[src/rtl/fur_pkg.sv]
package fur_pkg;
    typedef enum logic [1:0] {
        SQ_IDLE    = 2'd0,
        SQ_ERASE   = 2'd1,
        SQ_PROGRAM = 2'd2
    } seq_state_t;
endpackage

[src/rtl/fur_array.sv]
module fur_array #(
    parameter int BANKS     = 8,
    parameter int BANK_BITS = 128,
    parameter int BYTE_W    = 8,
    localparam int BYTES_PER_BANK = BANK_BITS / BYTE_W,
    localparam int BANK_AW = $clog2(BANKS),
    localparam int BYTE_AW = $clog2(BYTES_PER_BANK)
) (
    input  logic                 clk,
    input  logic                 erase_we,
    input  logic                 prog_we,
    input  logic [BANK_AW-1:0]   wr_bank,
    input  logic [BANK_BITS-1:0] wr_word,
    input  logic [BANK_AW-1:0]   rd_bank,
    input  logic [BYTE_AW-1:0]   rd_byte,
    output logic [BYTE_W-1:0]    rd_byte_data
);
    logic [BANK_BITS-1:0] bank_words [BANKS];

    // Storage has no reset: contents survive reset like a nonvolatile array.
    for (genvar g = 0; g < BANKS; g++) begin : g_bank
        logic [BANK_BITS-1:0] cells_q;
        logic                 hit;
        assign hit = (wr_bank == BANK_AW'(g));
        always_ff @(posedge clk) begin
            if (erase_we && hit) begin
                cells_q <= '1;
            end else if (prog_we && hit) begin
                cells_q <= wr_word;
            end
        end
        assign bank_words[g] = cells_q;
    end

    always_comb begin
        rd_byte_data = bank_words[rd_bank][rd_byte*BYTE_W +: BYTE_W];
    end
endmodule

[src/rtl/fur_seq.sv]
module fur_seq
    import fur_pkg::*;
#(
    parameter int BANKS     = 8,
    parameter int BANK_BITS = 128,
    parameter int ERASE_CYC = 4,
    parameter int PROG_CYC  = 8,
    localparam int BANK_AW  = $clog2(BANKS),
    localparam int MAX_CYC  = (ERASE_CYC > PROG_CYC) ? ERASE_CYC : PROG_CYC,
    localparam int CW       = $clog2(MAX_CYC + 1)
) (
    input  logic                 clk,
    input  logic                 rst_n,
    input  logic                 pg_req,
    input  logic [BANK_AW-1:0]   pg_bank,
    input  logic [BANK_BITS-1:0] pg_word,
    output logic                 busy,
    output logic                 erase_we,
    output logic                 prog_we,
    output logic [BANK_AW-1:0]   wr_bank,
    output logic [BANK_BITS-1:0] wr_word,
    output logic [BANK_AW-1:0]   held_bank
);
    localparam logic [CW-1:0] ERASE_LAST = CW'(ERASE_CYC - 1);
    localparam logic [CW-1:0] PROG_LAST  = CW'(PROG_CYC - 1);

    seq_state_t           state_q, state_d;
    logic [CW-1:0]        cnt_q, cnt_d;
    logic [BANK_AW-1:0]   bank_q;
    logic [BANK_BITS-1:0] word_q;
    logic                 accept;

    // State register process
    always_ff @(posedge clk or negedge rst_n) begin
        if (!rst_n) begin
            state_q <= SQ_IDLE;
            cnt_q   <= '0;
            bank_q  <= '0;
            word_q  <= '0;
        end else begin
            state_q <= state_d;
            cnt_q   <= cnt_d;
            if (accept) begin
                bank_q <= pg_bank;
                word_q <= pg_word;
            end
        end
    end

    // Next state and outputs
    always_comb begin
        state_d  = state_q;
        cnt_d    = cnt_q;
        accept   = 1'b0;
        erase_we = 1'b0;
        prog_we  = 1'b0;
        busy     = 1'b1;
        unique case (state_q)
            SQ_IDLE: begin
                busy = 1'b0;
                if (pg_req) begin
                    accept   = 1'b1;
                    erase_we = 1'b1;
                    state_d  = SQ_ERASE;
                    cnt_d    = '0;
                end
            end
            SQ_ERASE: begin
                if (cnt_q == ERASE_LAST) begin
                    state_d = SQ_PROGRAM;
                    cnt_d   = '0;
                end else begin
                    cnt_d = cnt_q + 1'b1;
                end
            end
            SQ_PROGRAM: begin
                if (cnt_q == PROG_LAST) begin
                    prog_we = 1'b1;
                    state_d = SQ_IDLE;
                    cnt_d   = '0;
                end else begin
                    cnt_d = cnt_q + 1'b1;
                end
            end
            default: begin
                state_d = SQ_IDLE;
                cnt_d   = '0;
            end
        endcase
    end

    assign wr_bank   = accept ? pg_bank : bank_q;
    assign wr_word   = word_q;
    assign held_bank = bank_q;
endmodule

[src/rtl/fur_rdpipe.sv]
module fur_rdpipe #(
    parameter int AW     = 7,
    parameter int BYTE_W = 8
) (
    input  logic              clk,
    input  logic              rst_n,
    input  logic [AW-1:0]     rd_addr,
    input  logic [BYTE_W-1:0] byte_in,
    output logic [AW-1:0]     addr_q,
    output logic [BYTE_W-1:0] rd_data,
    output logic              rd_valid
);
    logic pos_tag, neg_tag, primed;

    // Rising edge: take the address and open the invalid window.
    always_ff @(posedge clk or negedge rst_n) begin
        if (!rst_n) begin
            addr_q  <= '0;
            pos_tag <= 1'b0;
        end else begin
            addr_q  <= rd_addr;
            pos_tag <= ~pos_tag;
        end
    end

    // Falling edge: launch the byte and close the invalid window.
    always_ff @(negedge clk or negedge rst_n) begin
        if (!rst_n) begin
            rd_data <= '0;
            neg_tag <= 1'b0;
            primed  <= 1'b0;
        end else begin
            rd_data <= byte_in;
            neg_tag <= pos_tag;
            primed  <= 1'b1;
        end
    end

    assign rd_valid = primed && (neg_tag == pos_tag);
endmodule

[src/rtl/flash_user_rom.sv]
module flash_user_rom #(
    parameter int BANKS     = 8,
    parameter int BANK_BITS = 128,
    parameter int BYTE_W    = 8,
    parameter int ERASE_CYC = 4,
    parameter int PROG_CYC  = 8,
    localparam int BYTES_PER_BANK = BANK_BITS / BYTE_W,
    localparam int BANK_AW = $clog2(BANKS),
    localparam int BYTE_AW = $clog2(BYTES_PER_BANK),
    localparam int AW      = BANK_AW + BYTE_AW
) (
    input  logic                 clk,
    input  logic                 rst_n,
    input  logic [AW-1:0]        rd_addr,
    output logic [BYTE_W-1:0]    rd_data,
    output logic                 rd_valid,
    input  logic                 pg_req,
    input  logic [BANK_AW-1:0]   pg_bank,
    input  logic [BANK_BITS-1:0] pg_word,
    output logic                 pg_busy
);
    logic                 arr_erase_we, arr_prog_we;
    logic [BANK_AW-1:0]   arr_wr_bank, seq_bank_h;
    logic [BANK_BITS-1:0] arr_wr_word;
    logic [AW-1:0]        addr_q;
    logic [BYTE_W-1:0]    sel_byte;

    fur_seq #(
        .BANKS(BANKS), .BANK_BITS(BANK_BITS),
        .ERASE_CYC(ERASE_CYC), .PROG_CYC(PROG_CYC)
    ) u_seq (
        .clk(clk), .rst_n(rst_n),
        .pg_req(pg_req), .pg_bank(pg_bank), .pg_word(pg_word),
        .busy(pg_busy), .erase_we(arr_erase_we), .prog_we(arr_prog_we),
        .wr_bank(arr_wr_bank), .wr_word(arr_wr_word), .held_bank(seq_bank_h)
    );

    fur_array #(
        .BANKS(BANKS), .BANK_BITS(BANK_BITS), .BYTE_W(BYTE_W)
    ) u_array (
        .clk(clk),
        .erase_we(arr_erase_we), .prog_we(arr_prog_we),
        .wr_bank(arr_wr_bank), .wr_word(arr_wr_word),
        .rd_bank(addr_q[AW-1:BYTE_AW]), .rd_byte(addr_q[BYTE_AW-1:0]),
        .rd_byte_data(sel_byte)
    );

    fur_rdpipe #(
        .AW(AW), .BYTE_W(BYTE_W)
    ) u_rdpipe (
        .clk(clk), .rst_n(rst_n),
        .rd_addr(rd_addr), .byte_in(sel_byte),
        .addr_q(addr_q), .rd_data(rd_data), .rd_valid(rd_valid)
    );
endmodule

[config.mk]
export PLATFORM = sky130hd
export DESIGN_NAME = flash_user_rom
export DESIGN_NICKNAME = d
export VERILOG_FILES = /design/src/rtl/fur_pkg.sv /design/src/rtl/fur_array.sv /design/src/rtl/fur_seq.sv /design/src/rtl/fur_rdpipe.sv /design/src/rtl/flash_user_rom.sv
export SDC_FILE = /design/constraint.sdc
export NUM_CORES = 2
export LEC_CHECK = 0
export BUFFER_PORTS_ARGS = -buffer_cell sky130_fd_sc_hd__buf_4
export CAP_MARGIN = 10
export CORE_ASPECT_RATIO = 1.1
export CORE_MARGIN = 4
export CORE_UTILIZATION = 35
export CTS_CLUSTER_SIZE = 8
export DETAILED_ROUTE_END_ITERATION = 7
export GPL_TIMING_DRIVEN = 1
export SETUP_SLACK_MARGIN = 0.1
export SYNTH_ARGS = -nofsm -noshare
export SYNTH_HDL_FRONTEND = slang
export SYNTH_SLANG_ARGS = --single-unit
export TNS_END_PERCENT = 30
[constraint.sdc]
create_clock -name clk -period 4.8 [get_ports clk]
set_input_delay 0.72 -clock clk [delete_from_list [all_inputs] [get_ports clk]]
set_output_delay 0.72 -clock clk [all_outputs]
set_load 0.005 [all_outputs]
Yosys cells after proc, flatten, opt, wreduce, memory -nomap -nowiden
Index checks and enable logic that the tools add are counted.

Bits in latches: 0. RAM bits: 0. Memories: 0. Bits of input ports: 141. Bits in read-only memories: 0. Register bits after elaboration: 1179. Output and inout port bits: 10. Word-level logic and storage cells: 74.

Equal/unequal tests: 15. Shifts and indexed selects: 1. Multiplexer cells: 17. Bitwise operators: 2. Multipliers: 0. Order comparisons: 1. Reductions and logical operators: 20. Div/mod/pow operators: 0. Add/subtract/negate cells: 1.

Operators with widths (number): $bmux 128 s3 (1); $mux 128 (2); $shiftx 128x8->8 (1); $logic_and 1x1->1 (17); $eq 3x3->1 const B (4); $mux 4 (3); $pmux 4 s3 (1); $eq 3x2->1 const B (2); $mux 2 (3); $pmux 2 s3 (1); $mux 1 (5); $add 4x1->4 const B (1); $eq 4x2->1 const B (1); $eq 4x3->1 const B (1); $ge 4x4->1 const B (1); $ne 2x1->1 const B (2); $not 3->4 (1); $eq 3x1->1 const B (1); $logic_not 3->1 (1); $mux 3 (1); $reduce_and 3->1 (1); $eq 2x1->1 const B (1); $eq 2x2->1 const B (1); $logic_not 2->1 (1); 3 further kinds (3).

Logic depth before layout (Yosys ltp)
Word-level depth: 5. Depth in mapped cells: 11. Gate-level depth less buffers: 6.

By module
From an unflattened synthesis, not the netlist that was laid out.

Cell total of the unflattened synthesis: 5366. Area, all modules: 49800.3 um^2.

Modules (own cells, without submodules): fur_array (seq. area each 20499.7 um^2, cells each 5018, area each 43724.4 um^2, times used 1); fur_seq (seq. area each 3428.3 um^2, cells each 326, area each 5602.9 um^2, times used 1); fur_rdpipe (seq. area each 450.4 um^2, cells each 22, area each 473.0 um^2, times used 1).

==> impl_metrics.csv <==
group,metric,value,unit
synth,synth_edf_count,0,
worst_setup_path,critPathCaptureType,"flop",
layout,fin_util,40.6,%
timing,finalMaxSlewViolations,0,
synth,yosys.area_share.xor_xnor,0.0167,%
detailed_routing,vias,46400,
synth,yosysSeqAreaShare,46.6,%
worst_setup_path,rr_worst_depth,6,
timing,setup_violations,8,
hold_path,min_to,"u_rdpipe.addr_q[0]",
synth,synth_compound_area_share,10.1,%
synth,synth_cells,5586,
hold_path,worstHoldPathType,"in2reg",
clock_tree,worstSkewPairLatency,790,ps
layout,final_nets,5443,
timing,setup_ws,-605,ps
detailed_routing,post_drt_wl_per_cell,25.9,µm
worst_setup_path,critPathKind,"reg2reg",
power_and_ir_drop,vdd_drop_max,0.880,mV
die,io_pins,151,
clock_tree,cts_root_buffer,"clkbuf_16",
synth,ys_seq_elements,1179,
timing,holdWs,58.4,ps
synth,ys_warn_count,0,
layout,area_growth,15.1,%
clock_tree,numCtsBuffers,166,
placement,post_dp_cell_area,55200,µm²
detailed_routing,postRouteWirelength,190,mm
detailed_routing,routed_via_density,6.34,
synth,avgSynthCellArea,9.37,µm²
worst_setup_path,worstPathArrival,3550,ps
placement,place.gp.congestion,0.815,
global_route,grt_max_degree,173,
global_route,grtUsageTotal,23.7,%
worst_setup_path,start_kind,"flop",
layout,drive_gt1_share,18.7,%
timing,grt_setup_unrepaired,"true",
job,drv_cap,0,
placement,dp_hpwl,103,mm
global_route,antenna_found_initial,8,
hold_path,hold_path_depth,1,
clock_tree,clockBufferDepth,3,
synth,synth_area,52400,µm²
placement,placement.io_buffers,150,
worst_setup_path,regToRegEndpoint,"u_rdpipe.rd_data[0]",
die,die_x,377,µm
timing,tightestPinTransition,1200,ps
timing,fin_worst_skew,96.5,ps
detailed_routing,drtAntennaViolNets,0,
power_and_ir_drop,p_per_area,732,nW/µm²
detailed_routing,first_pass_iters,6,
run_status,violations,"setup timing",
detailed_routing,drc,0,
worst_setup_path,critPathRequiredTime,2940,ps
worst_setup_path,worstPathMaxFanout,10,
die,core-area,148000,µm²
synth,synthDistinctLibCells,41,
global_route,grt_pass1_wl,289,mm
layout,final_area,60300,µm²
global_route,gr-total-overflow,0,
clock_tree,path_clk_slew,50,ps
clock_tree,cts-htree-levels,4,
timing,hold_viol_final,0,
synth,synthAdderAreaFrac,0.119,%
timing,slew_headroom,20.2,%
synth,ys.flop_type,"dfxtp_1",
clock_tree,clock_sinks,1179,
synth,synth_top_family_by_area,"simple AND/OR/NAND/NOR gates",
power_and_ir_drop,p_leak,21.1,nW
worst_setup_path,r2r_slack,-610,ps
die,initial_utilization,35.3,%
die,die_area,156000,µm²
worst_setup_path,r2r_start,"u_rdpipe.addr_q[4]",
synth,synth-simple-area-share,20.0,%
die,rows,148,
synth,async_flop_share,13.1,%
die,die_h,414,µm
global_route,grt_pass1_vias,45700,
detailed_routing,drtIter0Drc,5810,
clock_tree,cts_tree,"yes",
run_status,status,"complete, but fails checks",
hold_path,min_from,"rd_addr[0]",
synth,synth.area.mux_share,17.4,%
synth,syn-num-nets,5732,
-- cell families (layout without fill, tap and decap cells) --
| logic type | after synthesis | after routing |
|---|---|---|
| AOI/OAI and AO/OA | 1046 | 1046 |
| xor gates and xnor gates | 1 | 1 |
| adders and majority gates | 5 | 5 |
| buffers and inverters | 790 | 577 |
| DFF | 1179 | 1179 |
| muxes | 475 | 475 |
| other | 1 | 5 |
| and+or+nand+nor | 2089 | 2089 |
-- area by class of cell --
cell class	instances	area (µm²)
multi-input cells	3617	25100
inverters	6	22.5
diodes	4	10.0
clock inverters	10	109
fillers	14200	88100
repair buffers	327	3620
flip-flops and latches	1179	24400
clock buffers	234	4570
well taps	1950	2440
-- registers in the layout, indices dropped and copies added, names as in the netlist, 2 cells and up --
| signal | flops |
|---|---|
| u_rdpipe.addr_q | 7 |
| u_array.g_bank.cells_q | 1024 |
| u_seq.held_bank | 3 |
| u_seq.cnt_q | 4 |
| u_seq.wr_word | 128 |
| u_rdpipe.rd_data | 8 |
| u_seq.state_q | 2 |
-- where the power goes --
group	switching [mW]	internal (mW)
clock	4.37	6.50
sequential	4.54	15.0
combinational	7.72	5.95
-- cells in the mapped netlist, types with 5 or more instances --
| master | n | area, µm² |
|---|---|---|
| o21ai_0 | 1028 | 5140 |
| nor2_1 | 5 | 18.8 |
| mux2_2 | 138 | 1550 |
| nand3_1 | 2056 | 10300 |
| dfxtp_1 | 1024 | 20500 |
| mux4_2 | 336 | 7570 |
| dfrtp_1 | 145 | 3630 |
| buf_2 | 37 | 185 |
| inv_1 | 6 | 22.5 |
| buf_1 | 43 | 161 |
| nand2_1 | 14 | 52.6 |
| ha_1 | 5 | 62.6 |
| clkbuf_1 | 699 | 2620 |
| dfrtn_1 | 10 | 250 |
-- metrics by stage --
stage	std cells	setup TNS, ps	power (mW)	worst slack, ps
floorplan	5586	-1360	27.3	-170
global placement	7063	-4200	32.6	-548
detailed placement	7063	-4320	32.9	-555
CTS	7312	-4820	43.9	-630
global route	7323	-5090	46.2	-642
finish	7327	-4760	44.1	-605
-- routing by layer --
metal	track usage, %	vias to the layer above	part of all wire (%)
met1	31.8	23600	41
met2	37.0	2565	45
met3	5.09	423	9.5
met4	9.94	8	4.2
met5	0	-	0.031
li1	-	19900	-
-- repair_timing --
| action | 4_1_cts | 5_1_grt |
|---|---|---|
| pin swaps | 0 | 0 |
| hold endpoints to repair | 5 | 0 |
| gates resized for setup | 2 | 12 |
| hold buffers | 3 | 0 |
| setup buffers | 2 | 5 |
| setup endpoints to repair | 8 | 8 |
| cloned | 0 | 6 |
-- cells in the final DEF (no fill, tap or decap), drive strengths merged, types with 2 or more instances in the layout --
cell type | Yosys | layout
a31oi | 2 | 2
a211oi | 2 | 2
mux4 | 336 | 336
nand3 | 2056 | 2056
dlygate4sd3 | 0 | 3
nor2b | 3 | 3
dfxtp | 1024 | 1024
a21boi | 2 | 2
mux2 | 138 | 138
ha | 5 | 5
clkbuf | 699 | 240
nand2 | 14 | 14
o21ai | 1028 | 1028
dfrtp | 145 | 145
o211ai | 2 | 2
inv | 6 | 12
nor2 | 5 | 5
diode | 0 | 4
buf | 85 | 318
a21bo | 3 | 3
and3 | 3 | 3
dfrtn | 10 | 10
clkinv | 0 | 3
-- critical path, stage by stage (launching register included) --
cell and delay [ps]:
dfrtp_4 510, buf_12 170, buf_16 160, mux4_2 510, mux4_2 620, mux4_2 500, mux2_2 280
-- how the worst max path moves through the flow --
stage	end	cells after the start	slack, ps	startpoint
floorplan	u_rdpipe.rd_data[0]	7	-170	u_rdpipe.addr_q[4]
global placement	u_rdpipe.rd_data[5]	6	-550	u_rdpipe.addr_q[4]
detailed placement	u_rdpipe.rd_data[5]	6	-560	u_rdpipe.addr_q[4]
CTS	u_rdpipe.rd_data[6]	6	-630	u_rdpipe.addr_q[4]
global route	u_rdpipe.rd_data[7]	6	-640	u_rdpipe.addr_q[4]
finish	u_rdpipe.rd_data[0]	6	-610	u_rdpipe.addr_q[4]
No activity file was read; power rests on OpenSTA's default activity.
